## config.mk

```make
export PLATFORM = sky130hd
export DESIGN_NAME = utimer
export DESIGN_NICKNAME = d
export VERILOG_FILES = /design/src/rtl/utimer_pkg.sv /design/src/rtl/utimer_dp.sv /design/src/rtl/utimer_ctrl.sv /design/src/rtl/utimer.sv
export SDC_FILE = /design/constraint.sdc
export NUM_CORES = 1
export LEC_CHECK = 0
export ABC_CLOCK_PERIOD_IN_PS = 5700
export BUFFER_PORTS_ARGS = -buffer_cell sky130_fd_sc_hd__buf_2
export CORE_ASPECT_RATIO = 1.4
export CORE_UTILIZATION = 48
export CTS_CLUSTER_SIZE = 16
export DETAILED_ROUTE_END_ITERATION = 12
export HOLD_SLACK_MARGIN = 0.1
export PLACE_DENSITY = 0.68
export SLEW_MARGIN = 20
export SYNTH_ARGS = -nofsm -noshare
export SYNTH_HDL_FRONTEND = slang
export SYNTH_SLANG_ARGS = --single-unit
```

## constraint.sdc

```tcl
create_clock -name clk -period 5.7 [get_ports clk]
set_clock_uncertainty 0.15 [all_clocks]
set_input_delay 0 -clock clk [delete_from_list [all_inputs] [get_ports clk]]
set_output_delay 0 -clock clk [all_outputs]
set_load 0.005 [all_outputs]
```

## src/rtl/utimer_pkg.sv

```systemverilog
package utimer_pkg;
  localparam logic [7:0] OFS_CTRL  = 8'h00;
  localparam logic [7:0] OFS_IEN   = 8'h0C;
  localparam logic [7:0] OFS_STAT  = 8'h10;
  localparam logic [7:0] OFS_EVGEN = 8'h14;
  localparam logic [7:0] OFS_COUNT = 8'h24;
  localparam logic [7:0] OFS_DIV   = 8'h28;
  localparam logic [7:0] OFS_LIMIT = 8'h2C;
  localparam logic [7:0] OFS_MATCH = 8'h34;

  localparam int BIT_RUN     = 0;
  localparam int BIT_NOUPD   = 1;
  localparam int BIT_ONESHOT = 3;
  localparam int BIT_BUFLIM  = 7;

  localparam int DIV_W = 16;

  typedef struct packed {
    logic countWr;
    logic limitWrNow;
    logic forceUpd;
  } dpStrobe_t;
endpackage

```

## src/rtl/utimer_dp.sv

```systemverilog
module utimer_dp
  import utimer_pkg::*;
#(
  parameter int CNT_W = 16
) (
  input  logic             clk,
  input  logic             rstN,
  input  logic             cntEn,
  input  logic             noUpd,
  input  dpStrobe_t        stb,
  input  logic [CNT_W-1:0] wrVal,
  input  logic [DIV_W-1:0] divReg,
  input  logic [CNT_W-1:0] limitReg,
  input  logic [CNT_W-1:0] matchReg,
  output logic [CNT_W-1:0] cntVal,
  output logic             updEvt,
  output logic             cmpEvt
);
  logic [DIV_W-1:0] divAct, divCnt;
  logic [CNT_W-1:0] cnt, limitAct, stepVal;
  logic tick, atLimit, wrapEvt;

  assign tick    = cntEn && (divCnt == divAct);
  assign atLimit = (cnt == limitAct);
  assign wrapEvt = tick && atLimit;
  assign stepVal = atLimit ? '0 : cnt + 1'b1;
  assign updEvt  = (wrapEvt && !noUpd) || stb.forceUpd;
  assign cmpEvt  = tick && !stb.countWr && !stb.forceUpd && (stepVal == matchReg);
  assign cntVal  = cnt;

  // Divider phase and active divide value
  always_ff @(posedge clk or negedge rstN) begin
    if (!rstN) begin
      divCnt <= '0;
      divAct <= '0;
    end else if (stb.forceUpd) begin
      divCnt <= '0;
      divAct <= divReg;
    end else if (cntEn) begin
      divCnt <= tick ? '0 : divCnt + 1'b1;
    end
  end

  // Main counter
  always_ff @(posedge clk or negedge rstN) begin
    if (!rstN) begin
      cnt <= '0;
    end else if (stb.countWr) begin
      cnt <= wrVal;
    end else if (stb.forceUpd) begin
      cnt <= '0;
    end else if (tick) begin
      cnt <= stepVal;
    end
  end

  // Active limit: immediate write or load on update event
  always_ff @(posedge clk or negedge rstN) begin
    if (!rstN) begin
      limitAct <= '1;
    end else if (stb.limitWrNow) begin
      limitAct <= wrVal;
    end else if (updEvt) begin
      limitAct <= limitReg;
    end
  end
endmodule

```

## src/rtl/utimer_ctrl.sv

```systemverilog
module utimer_ctrl
  import utimer_pkg::*;
#(
  parameter int CNT_W  = 16,
  parameter int ADDR_W = 8
) (
  input  logic              clk,
  input  logic              rstN,
  input  logic              busWr,
  input  logic              busRd,
  input  logic [ADDR_W-1:0] busAddr,
  input  logic [31:0]       busWdata,
  output logic [31:0]       busRdata,
  output logic              irqOut,
  output dpStrobe_t         stb,
  output logic              cntEn,
  output logic              noUpd,
  output logic              oneShot,
  output logic [DIV_W-1:0]  divReg,
  output logic [CNT_W-1:0]  limitReg,
  output logic [CNT_W-1:0]  matchReg,
  output logic [1:0]        flags,
  output logic [1:0]        ienBits,
  input  logic [CNT_W-1:0]  cntVal,
  input  logic              updEvt,
  input  logic              cmpEvt
);
  localparam int PAD_W = 32 - CNT_W;

  logic bufLim, irqQ;
  logic wrCtrl, wrIen, wrStat, wrEvgen, wrCount, wrDiv, wrLimit, wrMatch;

  function automatic logic [31:0] zext(input logic [CNT_W-1:0] v);
    logic [31:0] r;
    r = '0;
    r[CNT_W-1:0] = v;
    return r;
  endfunction

  assign wrCtrl  = busWr && (busAddr == ADDR_W'(OFS_CTRL));
  assign wrIen   = busWr && (busAddr == ADDR_W'(OFS_IEN));
  assign wrStat  = busWr && (busAddr == ADDR_W'(OFS_STAT));
  assign wrEvgen = busWr && (busAddr == ADDR_W'(OFS_EVGEN));
  assign wrCount = busWr && (busAddr == ADDR_W'(OFS_COUNT));
  assign wrDiv   = busWr && (busAddr == ADDR_W'(OFS_DIV));
  assign wrLimit = busWr && (busAddr == ADDR_W'(OFS_LIMIT));
  assign wrMatch = busWr && (busAddr == ADDR_W'(OFS_MATCH));

  assign stb.countWr    = wrCount;
  assign stb.limitWrNow = wrLimit && !bufLim;
  assign stb.forceUpd   = wrEvgen && busWdata[0];
  assign irqOut         = irqQ;

  always_ff @(posedge clk or negedge rstN) begin
    if (!rstN) begin
      cntEn    <= 1'b0;
      noUpd    <= 1'b0;
      oneShot  <= 1'b0;
      bufLim   <= 1'b0;
      ienBits  <= '0;
      flags    <= '0;
      divReg   <= '0;
      limitReg <= '1;
      matchReg <= '0;
      irqQ     <= 1'b0;
    end else begin
      if (wrCtrl) begin
        cntEn   <= busWdata[BIT_RUN];
        noUpd   <= busWdata[BIT_NOUPD];
        oneShot <= busWdata[BIT_ONESHOT];
        bufLim  <= busWdata[BIT_BUFLIM];
      end else if (updEvt && oneShot) begin
        cntEn <= 1'b0;
      end
      if (wrIen)   ienBits  <= busWdata[1:0];
      if (wrDiv)   divReg   <= busWdata[DIV_W-1:0];
      if (wrLimit) limitReg <= busWdata[CNT_W-1:0];
      if (wrMatch) matchReg <= busWdata[CNT_W-1:0];
      flags <= (wrStat ? (flags & busWdata[1:0]) : flags) | {cmpEvt, updEvt};
      irqQ  <= |(flags & ienBits);
    end
  end

  always_comb begin
    busRdata = '0;
    if (busRd) begin
      case (busAddr)
        ADDR_W'(OFS_CTRL):  begin
          busRdata[BIT_RUN]     = cntEn;
          busRdata[BIT_NOUPD]   = noUpd;
          busRdata[BIT_ONESHOT] = oneShot;
          busRdata[BIT_BUFLIM]  = bufLim;
        end
        ADDR_W'(OFS_IEN):   busRdata[1:0] = ienBits;
        ADDR_W'(OFS_STAT):  busRdata[1:0] = flags;
        ADDR_W'(OFS_COUNT): busRdata = zext(cntVal);
        ADDR_W'(OFS_DIV):   busRdata[DIV_W-1:0] = divReg;
        ADDR_W'(OFS_LIMIT): busRdata = zext(limitReg);
        ADDR_W'(OFS_MATCH): busRdata = zext(matchReg);
        default:            busRdata = '0;
      endcase
    end
  end

  if (PAD_W < 0) begin : g_badWidth
    initial $error("CNT_W above 32");
  end
endmodule

```

## src/rtl/utimer.sv

```systemverilog
module utimer
  import utimer_pkg::*;
#(
  parameter int CNT_W  = 16,
  parameter int ADDR_W = 8
) (
  input  logic              clk,
  input  logic              rstN,
  input  logic              busWr,
  input  logic              busRd,
  input  logic [ADDR_W-1:0] busAddr,
  input  logic [31:0]       busWdata,
  output logic [31:0]       busRdata,
  output logic              irqOut
);
  dpStrobe_t        stb;
  logic             cntEn, noUpd, oneShot, updEvt, cmpEvt;
  logic [DIV_W-1:0] divReg;
  logic [CNT_W-1:0] limitReg, matchReg, cntVal;
  logic [1:0]       flags, ienBits;

  utimer_ctrl #(.CNT_W(CNT_W), .ADDR_W(ADDR_W)) u_ctrl (
    .clk(clk), .rstN(rstN), .busWr(busWr), .busRd(busRd), .busAddr(busAddr),
    .busWdata(busWdata), .busRdata(busRdata), .irqOut(irqOut), .stb(stb),
    .cntEn(cntEn), .noUpd(noUpd), .oneShot(oneShot), .divReg(divReg),
    .limitReg(limitReg), .matchReg(matchReg), .flags(flags), .ienBits(ienBits),
    .cntVal(cntVal), .updEvt(updEvt), .cmpEvt(cmpEvt)
  );

  utimer_dp #(.CNT_W(CNT_W)) u_dp (
    .clk(clk), .rstN(rstN), .cntEn(cntEn), .noUpd(noUpd), .stb(stb),
    .wrVal(busWdata[CNT_W-1:0]), .divReg(divReg), .limitReg(limitReg),
    .matchReg(matchReg), .cntVal(cntVal), .updEvt(updEvt), .cmpEvt(cmpEvt)
  );
endmodule

```

==> reports/results.md <==
- input port — Startpoint Class
- false — unrepaired setup endpoints after global routing
- 691 — Synth Instances
- 0 — number of synthesized flops with an enable pin
- 7003 um^2 — Cell Area, Synth
- 50 ps — clock-pin slew reported for the worst setup and hold paths after clock tree synthesis
- 2 — largest buffer count on any clock path
- 0 — total grt overflow
- 0 — maximum capacitance violations
- 0 — total of endpoints with negative setup slack in the final report
- 1241 — # fillers
- 0.1491 mV — largest vdd supply drop
- 66 — unique cell type count in the Yosys netlist
- 2063 ps — min setup slack post-route
- 4 — H-tree level count
- 121 — number of storage elements in the synthesis netlist
- 6.121 — per-cell via count in the routed design
- 7 — first-pass iteration count of the detailed router
- flop — type of element capturing the critical path
- 420 ps — insertion delay to the later sink of the worst-skew pair
- 89 x sky130_fd_sc_hd__dfrtp_1, 67 x sky130_fd_sc_hd__mux2_2, 50 x sky130_fd_sc_hd__nor2_1 — highest-count cells in the layout ignoring fill and taps
- 77 — total I/O pin count
- 5847 — via count of the first global-routing pass
- 31.57 mm — first-pass GRT wire length
- 0 — Synth warnings
- 0.003800 uW — leakage power figure
- sky130_fd_sc_hd__dfrtp_1 — most common cell after layout, fill and taps aside
- 5760 — via count
- 0.5745 — Final Util
- 13.82 mm — HPWL after DPL
- 51 — placement row count
- 0 — endpoints failing hold
- 0.9576 — final estimated routing congestion in global placement
- 0.4966 — initial standard-cell utilization of the core
- 8102 um^2 — post-route design area
- 144.9 um — vertical die dimension
- 789 — nets@finish
- 0.4381 — post-synthesis sequential area ratio
- 3637 ps — post-layout minimum cycle time
- 15.69% — Area growth syn-to-layout
- 295.8 nW/um^2 — power per cell area
- 0.2715 — total global-route track usage
- 15080 um^2 — total die area
- 3810 ps — worst path arrival time
- 456 — violation count after the first detailed-route iteration
- 0 — count of pins over their slew limit
- 1.000 — fraction of registers with async set/reset
- 885.7 ps — Worst Tran Pin Value
- 0 — count of antenna-violating nets left after detailed routing
- 10.13 um^2 — Avg Synthesized Cell Area
- 19.33 mm — detailed-route wire length
- built — CTS tree
- 14100 um^2 — core area
- sky130_fd_sc_hd__clkbuf_16 — Root Buffer Master
- finished, final reports clean — outcome
- 104.1 um — Die Wd
- in -> reg — Worst Setup Path Type
- 20.54 um — routed wirelength normalized by instance count
- 0.2749 GHz — highest clock frequency the design can meet
- 121 — total clock sinks
- 0 — buffers inserted during post-CTS setup optimization
- 5870 ps — data required time at the worst endpoint
- 0 — post-detailed-route DRC marker count
- 71 — largest net degree at the start of global routing
- 0 — number of antenna violations at the first check in global routing
- 0.2540 — fraction of final layout cells sized beyond drive strength 1
- sky130_fd_sc_hd__dfrtp_1 — Primary FF master, synth
- in -> async — Hold/Removal Path Class
- 44 — Port-buffer cells
- 0 ps — accumulated negative setup slack
- 0.6381 — share of the clock period used by the worst path
- 32 — CP Max Fanout
- 0 — count of inserted antenna diode cells
- 2164 ps — post-placement setup slack
- 0.4095 — worst slew margin relative to its limit
- 17 — number of clock buffers inserted by TritonCTS
- 7249 um^2 — standard cell area after detailed placement
## logic make-up (layout without fill, tap and decap cells)
logic type / after synthesis / in the layout / synth area share
muxes: 83 / 83 / 0.1306
DFF: 121 / 121 / 0.4381
AOI/OAI and AO/OA: 161 / 161 / 0.1542
other: 1 / 16 / 0.0005355
buffers and inverters: 76 / 126 / 0.05431
xor gates and xnor gates: 58 / 58 / 0.07254
adders and majority gates: 2 / 2 / 0.003573
and+or+nand+nor: 189 / 189 / 0.1461
## metal layers
metal	GRT usage	wire length (um)	vias to the layer above
met4	0.1550	927	0
met2	0.4543	9647	252
met1	0.3298	7807	2826
met3	0.04447	949	60
met5	0	0	-
li1	-	-	2622
## power breakdown
| group | leakage [uW] | switching [uW] | internal [uW] |
|---|---|---|---|
| clock network | 0.000286 | 380 | 672 |
| registers | 0.00156 | 84.7 | 925 |
| logic | 0.00196 | 190 | 145 |
| total | 0.00380 | 654 | 1740 |
## Yosys cell counts, types with 3 or more instances
| cell | instances | area (um^2) |
|---|---|---|
| sky130_fd_sc_hd__a21o_1 | 10 | 75.07 |
| sky130_fd_sc_hd__a21oi_1 | 44 | 220.2 |
| sky130_fd_sc_hd__a221oi_1 | 3 | 26.28 |
| sky130_fd_sc_hd__a222oi_1 | 4 | 40.04 |
| sky130_fd_sc_hd__a22o_1 | 8 | 70.07 |
| sky130_fd_sc_hd__a22oi_1 | 27 | 202.7 |
| sky130_fd_sc_hd__a32o_1 | 6 | 60.06 |
| sky130_fd_sc_hd__and3_1 | 6 | 37.54 |
| sky130_fd_sc_hd__buf_2 | 13 | 65.06 |
| sky130_fd_sc_hd__buf_4 | 17 | 127.6 |
| sky130_fd_sc_hd__clkbuf_1 | 28 | 105.1 |
| sky130_fd_sc_hd__dfrtp_1 | 89 | 2227 |
| sky130_fd_sc_hd__dfstp_2 | 32 | 840.8 |
| sky130_fd_sc_hd__inv_1 | 16 | 60.06 |
| sky130_fd_sc_hd__mux2_2 | 67 | 754.5 |
| sky130_fd_sc_hd__mux2i_1 | 16 | 160.2 |
| sky130_fd_sc_hd__nand2_1 | 34 | 127.6 |
| sky130_fd_sc_hd__nand2b_1 | 4 | 25.02 |
| sky130_fd_sc_hd__nand3_1 | 20 | 100.1 |
| sky130_fd_sc_hd__nand4_1 | 13 | 81.33 |
| sky130_fd_sc_hd__nand4b_1 | 5 | 43.79 |
| sky130_fd_sc_hd__nor2_1 | 50 | 187.7 |
| sky130_fd_sc_hd__nor3_1 | 13 | 65.06 |
| sky130_fd_sc_hd__nor4_1 | 10 | 62.56 |
| sky130_fd_sc_hd__o21ai_0 | 29 | 145.1 |
| sky130_fd_sc_hd__o31ai_1 | 4 | 30.03 |
| sky130_fd_sc_hd__or3_1 | 5 | 31.28 |
| sky130_fd_sc_hd__or4_1 | 6 | 45.04 |
| sky130_fd_sc_hd__xnor2_1 | 22 | 192.7 |
| sky130_fd_sc_hd__xor2_1 | 36 | 315.3 |
## critical path: stages
cell and delay (ps):
sky130_fd_sc_hd__dlygate4sd3_1 540, sky130_fd_sc_hd__buf_2 130, sky130_fd_sc_hd__nor4_2 390, sky130_fd_sc_hd__nand2_1 230, sky130_fd_sc_hd__nor2_2 730, sky130_fd_sc_hd__nand2_1 740
sky130_fd_sc_hd__or2_2 770, sky130_fd_sc_hd__nor2_1 180, sky130_fd_sc_hd__a21oi_1 60
## what timing repair did
| item | CTS | global route |
|---|---|---|
| hold endpoints to repair | 162 | 0 |
| hold buffers | 27 | 0 |
| endpoints found under the setup margin | 0 | 0 |
| gates resized for setup | 0 | 0 |
## state kept, by name, summed over array words and instances, names as in the netlist, 2 cells and up
| name | flops |
|---|---|
| u_ctrl.divReg | 16 |
| u_ctrl.limitReg | 16 |
| u_ctrl.matchReg | 16 |
| u_dp.cntVal | 16 |
| u_dp.divAct | 16 |
| u_dp.divCnt | 16 |
| u_dp.limitAct | 16 |
| u_ctrl.flags | 2 |
| u_ctrl.ienBits | 2 |
## worst paths after layout
check	startpoint	end	slack, ps	depth (start not counted)
setup / recovery	busAddr[7]	u_dp.limitAct[12]	2060	9
hold / removal	rstN	u_ctrl.irqOut	90	2
setup reg to reg	u_dp.cntVal[7]	u_ctrl.flags[1]	2210	7
hold reg to reg	u_ctrl.limitReg[0]	u_ctrl.limitReg[0]	370	2
max in group asynchronous	rstN	u_ctrl.matchReg[11]	4130	3
min in group clk	busAddr[0]	u_ctrl.ienBits[0]	160	4
## cell type report
| class | instances | area (um^2) | area share |
|---|---|---|---|
| multi-input combinational | 509 | 3621 | 0.4469 |
| sequential | 121 | 3068 | 0.3787 |
| timing repair buffer | 78 | 545.5 | 0.06734 |
| clock buffer | 23 | 478.0 | 0.05900 |
| tap | 185 | 231.5 | 0.02857 |
| clock inverter | 9 | 97.59 | 0.01205 |
| inverter | 16 | 60.06 | 0.007413 |
## per-stage QoR
step	power, uW	std cells	hold WS (ps)
after CTS	2406	941	118.2
after detailed placement	1336	882	35.89
final	2396	941	93.02
after floorplan	1227	706	-445.6
after global placement	1327	882	14.50
after global routing	2493	941	188.0
Note: power is estimated with default switching activity, not from simulation.
